### src/rtl/dsc_pkg.sv
package dsc_pkg;

    typedef enum logic [2:0] {
        ST_HOLD  = 3'd0,
        ST_AZ    = 3'd1,
        ST_INT   = 3'd2,
        ST_DEINT = 3'd3,
        ST_FILL  = 3'd4
    } dsc_state_e;

    // index of each switch select inside the select vector
    localparam int SEL_AZ  = 0;
    localparam int SEL_INT = 1;
    localparam int SEL_NEG = 2;
    localparam int SEL_POS = 3;
    localparam int SEL_W   = 4;

endpackage

### src/rtl/dsc_cycle_timer.sv
module dsc_cycle_timer #(
    parameter int INT_BITS = 15
) (
    input  logic                  clk,
    input  logic                  rst_n,
    input  logic                  run_en,
    output logic [INT_BITS+1:0]   cyc,
    output logic                  az_last,
    output logic                  int_last,
    output logic                  cyc_last
);
    localparam int CYC_W = INT_BITS + 2;
    localparam logic [CYC_W-1:0] AZ_END  = CYC_W'((1 << INT_BITS) - 1);
    localparam logic [CYC_W-1:0] INT_END = CYC_W'((2 << INT_BITS) - 1);
    localparam logic [CYC_W-1:0] CYC_END = {CYC_W{1'b1}};

    // free counter across the whole conversion; wraps to zero at cycle end
    always_ff @(posedge clk or negedge rst_n) begin
        if (!rst_n) begin
            cyc <= '0;
        end else if (run_en) begin
            cyc <= cyc + 1'b1;
        end
    end

    always_comb begin
        az_last  = (cyc == AZ_END);
        int_last = (cyc == INT_END);
        cyc_last = (cyc == CYC_END);
    end

    // the counter only ever leaves zero while running
    p_idle_no_count_r1: assert property (@(posedge clk) disable iff (!rst_n)
        (!run_en && $past(!run_en) && $past(rst_n)) |-> $stable(cyc));

endmodule

### src/rtl/dsc_seq_fsm.sv
module dsc_seq_fsm
    import dsc_pkg::*;
(
    input  logic               clk,
    input  logic               rst_n,
    input  logic               comp_in,
    input  logic               run_hold,
    input  logic               az_last,
    input  logic               int_last,
    input  logic               cyc_last,
    output dsc_state_e         st,
    output logic               pol_q,
    output logic               crossing,
    output logic [SEL_W-1:0]   sel,
    output logic               busy
);
    dsc_state_e st_nx;

    // a crossing is the comparator disagreeing with the sign latched at integrate end
    assign crossing = (st == ST_DEINT) && (comp_in != pol_q);

    always_comb begin
        st_nx = st;
        unique case (st)
            ST_HOLD:  st_nx = run_hold ? ST_AZ : ST_HOLD;
            ST_AZ:    st_nx = az_last ? ST_INT : ST_AZ;
            ST_INT:   st_nx = int_last ? ST_DEINT : ST_INT;
            ST_DEINT: begin
                if (cyc_last)      st_nx = run_hold ? ST_AZ : ST_HOLD;
                else if (crossing) st_nx = ST_FILL;
                else               st_nx = ST_DEINT;
            end
            ST_FILL:  st_nx = cyc_last ? (run_hold ? ST_AZ : ST_HOLD) : ST_FILL;
            default:  st_nx = ST_HOLD;
        endcase
    end

    always_ff @(posedge clk or negedge rst_n) begin
        if (!rst_n) begin
            st <= ST_HOLD;
        end else begin
            st <= st_nx;
        end
    end

    always_ff @(posedge clk or negedge rst_n) begin
        if (!rst_n) begin
            pol_q <= 1'b0;
        end else if (st == ST_INT && int_last) begin
            pol_q <= comp_in;
        end
    end

    always_comb begin
        sel  = '0;
        busy = 1'b0;
        unique case (st)
            ST_HOLD, ST_AZ: sel[SEL_AZ] = 1'b1;
            ST_INT: begin
                sel[SEL_INT] = 1'b1;
                busy         = 1'b1;
            end
            ST_DEINT: begin
                if (pol_q) sel[SEL_NEG] = 1'b1;
                else       sel[SEL_POS] = 1'b1;
                busy = 1'b1;
            end
            ST_FILL: begin
                sel[SEL_AZ] = 1'b1;
                busy        = 1'b1;
            end
            default: sel[SEL_AZ] = 1'b1;
        endcase
    end

    // the sign cannot move while deintegrate is running
    p_pol_frozen_r2: assert property (@(posedge clk) disable iff (!rst_n)
        (st == ST_DEINT && $past(st) == ST_DEINT && $past(rst_n)) |-> $stable(pol_q));

    // integrate is always entered from timed auto-zero
    p_int_after_az_r1: assert property (@(posedge clk) disable iff (!rst_n)
        (st == ST_INT && $past(st) != ST_INT && $past(rst_n)) |-> $past(st) == ST_AZ);

endmodule

### src/rtl/dsc_result_latch.sv
module dsc_result_latch #(
    parameter int INT_BITS = 15
) (
    input  logic                 clk,
    input  logic                 rst_n,
    input  logic                 cyc_start,
    input  logic                 crossing,
    input  logic [INT_BITS:0]    deint_cnt,
    input  logic                 win_end,
    input  logic                 pol_q,
    output logic [INT_BITS:0]    result,
    output logic                 polarity,
    output logic                 overrange,
    output logic                 result_valid
);
    localparam int CNT_W = INT_BITS + 1;
    localparam logic [CNT_W-1:0] FULL_SCALE = {CNT_W{1'b1}};

    logic             hit_q;
    logic [CNT_W-1:0] cap_q;
    logic             fin_hit;
    logic [CNT_W-1:0] fin_cnt;

    always_ff @(posedge clk or negedge rst_n) begin
        if (!rst_n) begin
            hit_q <= 1'b0;
            cap_q <= '0;
        end else if (cyc_start) begin
            hit_q <= 1'b0;
        end else if (crossing && !hit_q) begin
            hit_q <= 1'b1;
            cap_q <= deint_cnt;
        end
    end

    // a crossing on the final window clock is still a valid reading
    always_comb begin
        fin_hit = hit_q | crossing;
        if (hit_q)         fin_cnt = cap_q;
        else if (crossing) fin_cnt = deint_cnt;
        else               fin_cnt = FULL_SCALE;
    end

    always_ff @(posedge clk or negedge rst_n) begin
        if (!rst_n) begin
            result       <= '0;
            polarity     <= 1'b0;
            overrange    <= 1'b0;
            result_valid <= 1'b0;
        end else begin
            result_valid <= win_end;
            if (win_end) begin
                result    <= fin_cnt;
                polarity  <= pol_q;
                overrange <= !fin_hit;
            end
        end
    end

    // output register moves only together with the strobe
    p_result_hold_r6: assert property (@(posedge clk) disable iff (!rst_n)
        !result_valid |-> ($stable(result) && $stable(overrange) && $stable(polarity)));

    // strobe lasts one clock
    p_valid_pulse_r6: assert property (@(posedge clk) disable iff (!rst_n)
        result_valid |=> !result_valid);

    // overrange reading always saturates
    p_ovr_full_r5: assert property (@(posedge clk) disable iff (!rst_n)
        overrange |-> (result == FULL_SCALE));

endmodule

### src/rtl/dsc_ctrl.sv
module dsc_ctrl
    import dsc_pkg::*;
#(
    parameter int INT_BITS = 15
) (
    input  logic                clk,
    input  logic                rst_n,
    input  logic                comp_in,
    input  logic                run_hold,
    output logic                sel_az,
    output logic                sel_int,
    output logic                sel_ref_neg,
    output logic                sel_ref_pos,
    output logic                busy,
    output logic [INT_BITS:0]   result,
    output logic                polarity,
    output logic                overrange,
    output logic                result_valid
);
    logic [INT_BITS+1:0] cyc;
    logic                az_last;
    logic                int_last;
    logic                cyc_last;
    dsc_state_e          st;
    logic                pol_q;
    logic                crossing;
    logic [SEL_W-1:0]    sel;
    logic                run_en;
    logic                win_end;
    logic                cyc_start;

    assign run_en    = (st != ST_HOLD);
    assign win_end   = cyc_last && (st == ST_DEINT || st == ST_FILL);
    assign cyc_start = (st == ST_AZ) && az_last;

    dsc_cycle_timer #(.INT_BITS(INT_BITS)) u_timer (
        .clk      (clk),
        .rst_n    (rst_n),
        .run_en   (run_en),
        .cyc      (cyc),
        .az_last  (az_last),
        .int_last (int_last),
        .cyc_last (cyc_last)
    );

    dsc_seq_fsm u_fsm (
        .clk      (clk),
        .rst_n    (rst_n),
        .comp_in  (comp_in),
        .run_hold (run_hold),
        .az_last  (az_last),
        .int_last (int_last),
        .cyc_last (cyc_last),
        .st       (st),
        .pol_q    (pol_q),
        .crossing (crossing),
        .sel      (sel),
        .busy     (busy)
    );

    // within deintegrate the low bits of the cycle count are the elapsed clocks
    dsc_result_latch #(.INT_BITS(INT_BITS)) u_latch (
        .clk          (clk),
        .rst_n        (rst_n),
        .cyc_start    (cyc_start),
        .crossing     (crossing),
        .deint_cnt    (cyc[INT_BITS:0]),
        .win_end      (win_end),
        .pol_q        (pol_q),
        .result       (result),
        .polarity     (polarity),
        .overrange    (overrange),
        .result_valid (result_valid)
    );

    assign sel_az      = sel[SEL_AZ];
    assign sel_int     = sel[SEL_INT];
    assign sel_ref_neg = sel[SEL_NEG];
    assign sel_ref_pos = sel[SEL_POS];

    // one switch select at a time
    p_sel_onehot_r3: assert property (@(posedge clk) disable iff (!rst_n)
        $countones({sel_az, sel_int, sel_ref_neg, sel_ref_pos}) == 1);

    // idle keeps the cycle timer parked at zero
    p_idle_parked_r8: assert property (@(posedge clk) disable iff (!rst_n)
        (st == ST_HOLD) |-> (cyc == '0));

    // fill only follows a deintegrate clock
    p_fill_entry_r4: assert property (@(posedge clk) disable iff (!rst_n)
        (st == ST_FILL && $past(st) != ST_FILL && $past(rst_n)) |-> $past(st) == ST_DEINT);

endmodule

### config.mk
export PLATFORM = sky130hd
export DESIGN_NAME = dsc_ctrl
export DESIGN_NICKNAME = d
export VERILOG_FILES = /design/src/rtl/dsc_pkg.sv /design/src/rtl/dsc_cycle_timer.sv /design/src/rtl/dsc_seq_fsm.sv /design/src/rtl/dsc_result_latch.sv /design/src/rtl/dsc_ctrl.sv
export SDC_FILE = /design/constraint.sdc
export NUM_CORES = 1
export LEC_CHECK = 0
export CORE_MARGIN = 1.5
export CORE_UTILIZATION = 58
export CTS_CLUSTER_DIAMETER = 120
export DETAILED_ROUTE_END_ITERATION = 6
export HOLD_SLACK_MARGIN = 0.02
export PLACE_DENSITY = 0.86
export RECOVER_POWER = 25
export SKIP_LAST_GASP = 1
export SLEW_MARGIN = 20
export SYNTH_ARGS = -nofsm -noshare
export SYNTH_HDL_FRONTEND = slang
export SYNTH_SLANG_ARGS = --single-unit
### constraint.sdc
create_clock -name clk -period 5.7 [get_ports clk]
set_input_delay 0.855 -clock clk [delete_from_list [all_inputs] [get_ports clk]]
set_output_delay 0.855 -clock clk [all_outputs]
set_load 0.02 [all_outputs]
==> reports/metrics.cfg, run 1 <==
[finish]
drive_gt1_share_pct = 20.82
post-route-util_pct = 71.61
final_cells = 321
layout_commonest_cell = dfrtp_1
final_cell_mix = dfrtp_1, nand2_1, clkdlybuf4s50_1
syn_to_final_growth_pct = 18.67
final_nets = 271
antenna_cells = 0

[die]
ios = 28
die_area_sq_um = 4943
start_util_pct = 60.34
die_h_um = 70.31
die_x_um = 70.31
placementRows = 24
coreArea_sq_um = 4354

[setup_path]
critPathCaptureType = asynchronous set/reset pin
cp_cell_sequence = buf_2 > clkbuf_1
worstPathArrival_ns = 3.01
r2r_cells = 8
critical_path.top_delay_family = buffers and inverters
cp.required_ns = 5.50
slowest_stage = clkbuf_1
critPathMaxStageDelay_ns = 2.05
reg2reg_from = u_timer.cyc[0]
startpoint_type = input port
critPathBufInv = 2
rr_endpoint = u_fsm.st[0]
reg2reg_slack_ns = 3.17
path_class = in -> async
crit_path_max_fanout = 57

[timing]
skew_ns = 0.006537
tightestPinTransition_ns = 2.919
setup_tns_ns = 0
finalCriticalPeriod_ns = 3.215
relSlewSlack_pct = -94.58
max_freq_mhz = 311.1
final-setup-viol-count = 0
rsz0062_at_grt = no
hold_violations = 0
slew_viol_final = 58
fin_crit_sh_pct = 56.40

[grt]
grt_pass1_vias = 1563
grt_max_degree = 58
grt_use_total_pct = 19.90
antenna_found_initial = 0
grt_pass1_wl_um = 7590
grt_overflow = 0

[logic_synthesis]
synth_cells = 233
ys_ff_latch = 57
avgSynthCellArea_sq_um = 11.28
synth_cell_type_count = 39
syn_area_sq_um = 2628
synth-seq-area-share_pct = 54.29
synth_fp_nets = 240
synth_warnings = 0

[clock_tree]
cts-root-buf = clkbuf_8
cts_made_buffers = 9
hold_buffers = 0
cts_setup_buffers = 0
clock_latency_ns = 0.33
ctsResizeCount = 0
clk_pin_slew_ns = 0.06
htree_num_levels = 3
clkSinkCount = 57
cts_tree = yes
clockBufferDepth = 2

[status]
status = finished with violations
violations = capacitance limit, slew limit

[route]
vias = 1733
vias_per_cell = 5.399
routed_wl_um = 4400
firstDrtPassIters = 4
drc = 0
postRouteAntennaNets = 0
wl_per_cell_um = 13.71
drt-initial-drc-count = 150

[place]
dp_cells = 305
gp_congestion = 0.7671
hpwl_um = 2970
io_buffers = 27

[hold_path]
min_from = u_latch.result[10]
hold_depth = 2
whs_endpoint = u_latch.result[10]
min_path_type = reg -> reg

[power]
vdd_drop_max_mv = 0.1865
power.density_nw_per_um2 = 306.2
power_leakage_nw = 1.559

[run]
maxCapViolations = 1

## registers in the layout, summed over array words and instances (netlist names)
name,cells
u_latch.overrange,1
u_latch.polarity,1
u_latch.result,16
u_timer.cyc,17
u_latch.hit_q,1
u_fsm.pol_q,1
u_latch.cap_q,16
u_latch.result_valid,1
u_fsm.st,3
## synth_stat cells
library cell	instances	area share (%)
and2_2	1	0.29
nand4_1	5	1.2
mux2_2	8	3.4
clkinv_1	1	0.14
or2b_1	1	0.29
or3_2	1	0.29
a22o_1	1	0.33
and2_1	2	0.48
nor4_1	2	0.48
nand3_1	5	0.95
xor2_1	8	2.7
clkbuf_2	1	0.19
inv_1	5	0.71
and3b_1	1	0.33
ha_1	3	1.4
nor2_8	1	0.76
nor2_1	7	1.0
a221o_1	1	0.38
or2_2	15	3.6
dfrtp_1	57	54
clkbuf_1	2	0.29
buf_2	1	0.19
nor3b_1	3	0.86
nor3_1	4	0.76
buf_4	2	0.57
and3_1	3	0.71
nand2_4	1	0.43
o22ai_1	16	3.8
mux2_4	10	5.7
buf_8	1	0.57
and2b_2	1	0.33
nor3_2	2	0.76
xnor2_1	8	2.7
nand2_1	30	4.3
o21ai_0	18	3.4
a21o_1	1	0.29
a21oi_1	2	0.38
buf_6	1	0.43
o21ai_2	1	0.33
## where the power goes
part | internal, mW | switching [mW] | total [mW]
Sequential | 0.433 | 0.0434 | 0.477
Clock | 0.237 | 0.150 | 0.387
Combinational | 0.0490 | 0.0413 | 0.0903
## worst reg2reg max path: stages, from the launching register on
cell and delay (ns):
dfrtp_1 0.46, ha_1 0.21, nand3_1 0.14, nor4_1 0.48, and2_1 0.23, ha_1 0.30
nor2_1 0.10, a221o_1 0.36, a21o_1 0.15
## per-layer routing
| metal | up-vias | share of wire [%] | GRT usage [%] |
|---|---|---|---|
| li1 | 882 | - | - |
| met1 | 803 | 50 | 29.54 |
| met2 | 36 | 44 | 26.94 |
| met3 | 12 | 4.1 | 5.772 |
| met4 | 0 | 1.9 | 8.974 |
| met5 | - | 0 | 0 |
## layout make-up
cell class / instances / area, sq um
sequential: 57 / 1426
fill: 314 / 1236
multi-input combinational: 162 / 1127
timing repair buffer: 28 / 269.0
clock buffer: 14 / 172.7
tap: 52 / 65.06
clock inverter: 2 / 35.03
inverter: 6 / 22.52
## worst max path at each step
stage	slack [ns]	endpoint	from	cells past startpoint
2_1_floorplan	3.53	u_fsm.st[0]	u_timer.cyc[0]	9
3_3_place_gp	3.03	u_latch.cap_q[9]	comp_in	5
3_5_place_dp	3.00	u_latch.cap_q[7]	comp_in	5
4_1_cts	2.87	sel_ref_neg	u_fsm.st[2]	3
5_1_grt	1.77	u_timer.cyc[5]	rst_n	2
6_report	2.49	u_latch.cap_q[10]	rst_n	2
## stage by stage
| stage | instance area [sq um] | hold slack (ns) | total power [mW] | setup slack [ns] |
|---|---|---|---|---|
| floorplan | 2628 | 0.4699 | 0.5455 | 3.526 |
| global placement | 2907 | 0.4595 | 0.5701 | 3.029 |
| detailed placement | 2907 | 0.4693 | 0.5766 | 2.997 |
| CTS | 3114 | 0.4832 | 0.9658 | 2.869 |
| global route | 3118 | 0.4991 | 1.004 | 1.769 |
| finish | 3118 | 0.4764 | 0.9546 | 2.485 |
## cells by family (layout without fill, tap and decap cells)
group / Yosys count / after routing / share of synthesized area (%)
simple gates: 85 / 85 / 17.76
flops: 57 / 57 / 54.29
compound gates: 40 / 40 / 8.953
mux: 18 / 18 / 9.143
xor+xnor: 16 / 16 / 5.334
buf+inv: 14 / 50 / 3.095
fa+ha+maj: 3 / 3 / 1.429
(Power assumes the default switching activity.)
==> run 2, diff against run 1 <==
CORE_UTILIZATION = 56   (was 58)
PLACE_DENSITY = 0.84   (was 0.86)
clock period = 3.3 ns   (was 5.7 ns; I/O delays follow)
==> run 2 against run 1 <==
The run now ends clean. Sequential share of layout area rose by 0.67 points. Core utilization fell by 2.5 points. Clock skew barely moved. Clock power rose by 38%. Wire length rose by 9.5%. Non-clock buffer count rose by 1. First-iteration DRC count fell by 27%. Via count rose by 4.0%. Largest cell class unchanged.
==> reports/metrics.cfg, run 2 (same netlist as run 1, synthesis figures left out) <==
[status]
status = complete, no violations

[finish]
antenna_cells = 0
largest_reg_flops = 17
top_regs = u_timer.cyc x17, u_latch.cap_q x16, u_latch.result x16
final_area_sq_um = 3073
drive_gt1_share_pct = 20.00
top_register = u_timer.cyc
layout_commonest_cell = dfrtp_1
final_nets = 272
syn_to_final_growth_pct = 16.95
final_cell_mix = dfrtp_1, nand2_1, clkdlybuf4s50_1

[setup_path]
path_class = reg -> out
worstPathArrival_ns = 2.01
startpoint_type = flip-flop
critPathCaptureType = output pin
reg2reg_slack_ns = 0.85
cp.required_ns = 2.80
crit_path_max_fanout = 8

[clock_tree]
hold_buffers = 0
cts_tree = yes
clkSinkCount = 57
clock_latency_ns = 0.33
clockBufferDepth = 2
cts_setup_buffers = 0
htree_num_levels = 3
cts_made_buffers = 9
cts-root-buf = clkbuf_8
clk_pin_slew_ns = 0.06
ctsResizeCount = 0

[grt]
grt_max_degree = 37
grt_overflow = 0
antenna_found_initial = 0
grt_use_total_pct = 21.72
grt_pass1_vias = 1734
grt_pass1_wl_um = 8307

[route]
wl_per_cell_um = 14.96
wl_met1_um = 2292
wl_met2_um = 2228
firstDrtPassIters = 6
vias_per_cell = 5.596
vias = 1802
top_layer = met4
routed_wl_um = 4817
postRouteAntennaNets = 0
route.met3.wl_um = 198
drt-initial-drc-count = 110
drc = 0

[timing]
rsz0062_at_grt = no
skew_ns = 0.007030
hold_violations = 0
setup_tns_ns = 0
relSlewSlack_pct = 32.72
finalCriticalPeriod_ns = 2.503
whs_ns = 0.3116
tightestPinTransition_ns = 1.009
max_freq_mhz = 399.5
fin_crit_sh_pct = 75.85
slew_viol_final = 0
final-setup-viol-count = 0

[place]
hpwl_um = 3432
io_buffers = 27
gp_congestion = 0.8292
placed_cell_area_sq_um = 2914

[die]
die_area_sq_um = 5112
die_h_um = 71.50
die_x_um = 71.50
coreArea_sq_um = 4444
start_util_pct = 59.12
placementRows = 24
ios = 28

[run]
maxCapViolations = 0

[power]
power.density_nw_per_um2 = 495.2
power_leakage_nw = 1.532
vdd_drop_max_mv = 0.2926

[hold_path]
min_path_type = in -> async

-- run 2: changes by cell type in the layout (fill, tap and decap cells not counted) --
cell	before	now
clkbuf_1	3	6
buf_4	0	1
clkinvlp_4	0	1
clkbuf_8	12	9
clkinv_2	1	2
bufinv_16	1	0
buf_2	1	0
-- run 2: per-layer routing --
metal  GRT usage, %  vias to the layer above
met3          6.751                        8
met1          29.73                      873
met4          9.434                        0
met2          32.29                       43
met5              0                        -
li1               -                      878
-- run 2: worst paths after layout --
check	from	endpoint	cells after the start
max	u_fsm.st[2]	sel_ref_neg	3
min	rst_n	u_timer.cyc[4]	1
max reg2reg	u_timer.cyc[0]	u_latch.polarity	7
min reg2reg	u_latch.result[4]	u_latch.result[4]	2
max in group asynchronous	rst_n	u_latch.result[7]	2
min in group clk	u_latch.result[4]	u_latch.result[4]	2
-- run 2: power by group --
part / switching (mW) / internal, mW
logic: 0.0772 / 0.0856
registers: 0.0769 / 0.749
clock network: 0.263 / 0.270
-- run 2: critical path: stages, from the launching register on --
cell	delay (ns)
dfrtp_1	0.45
and3b_1	0.44
and2_2	0.20
clkdlybuf4s50_1	0.59
-- run 2: cell type report --
class	count	area, sq um
sequential	57	1426
fill	341	1371
multi-input combinational	162	1127
timing repair buffer	29	275.3
clock buffer	13	138.9
tap	52	65.06
inverter	6	22.52
clock inverter	3	17.52
-- run 2: through the flow --
step	util [%]	std cells	setup WS (ns)	power [mW]
after floorplan	-	233	1.126	0.9422
after global placement	65.57	306	0.8886	0.9872
after detailed placement	65.57	306	0.6941	1.002
after CTS	69.09	322	0.6695	1.530
after global routing	69.14	322	0.5082	1.593
final	69.14	322	0.7968	1.522
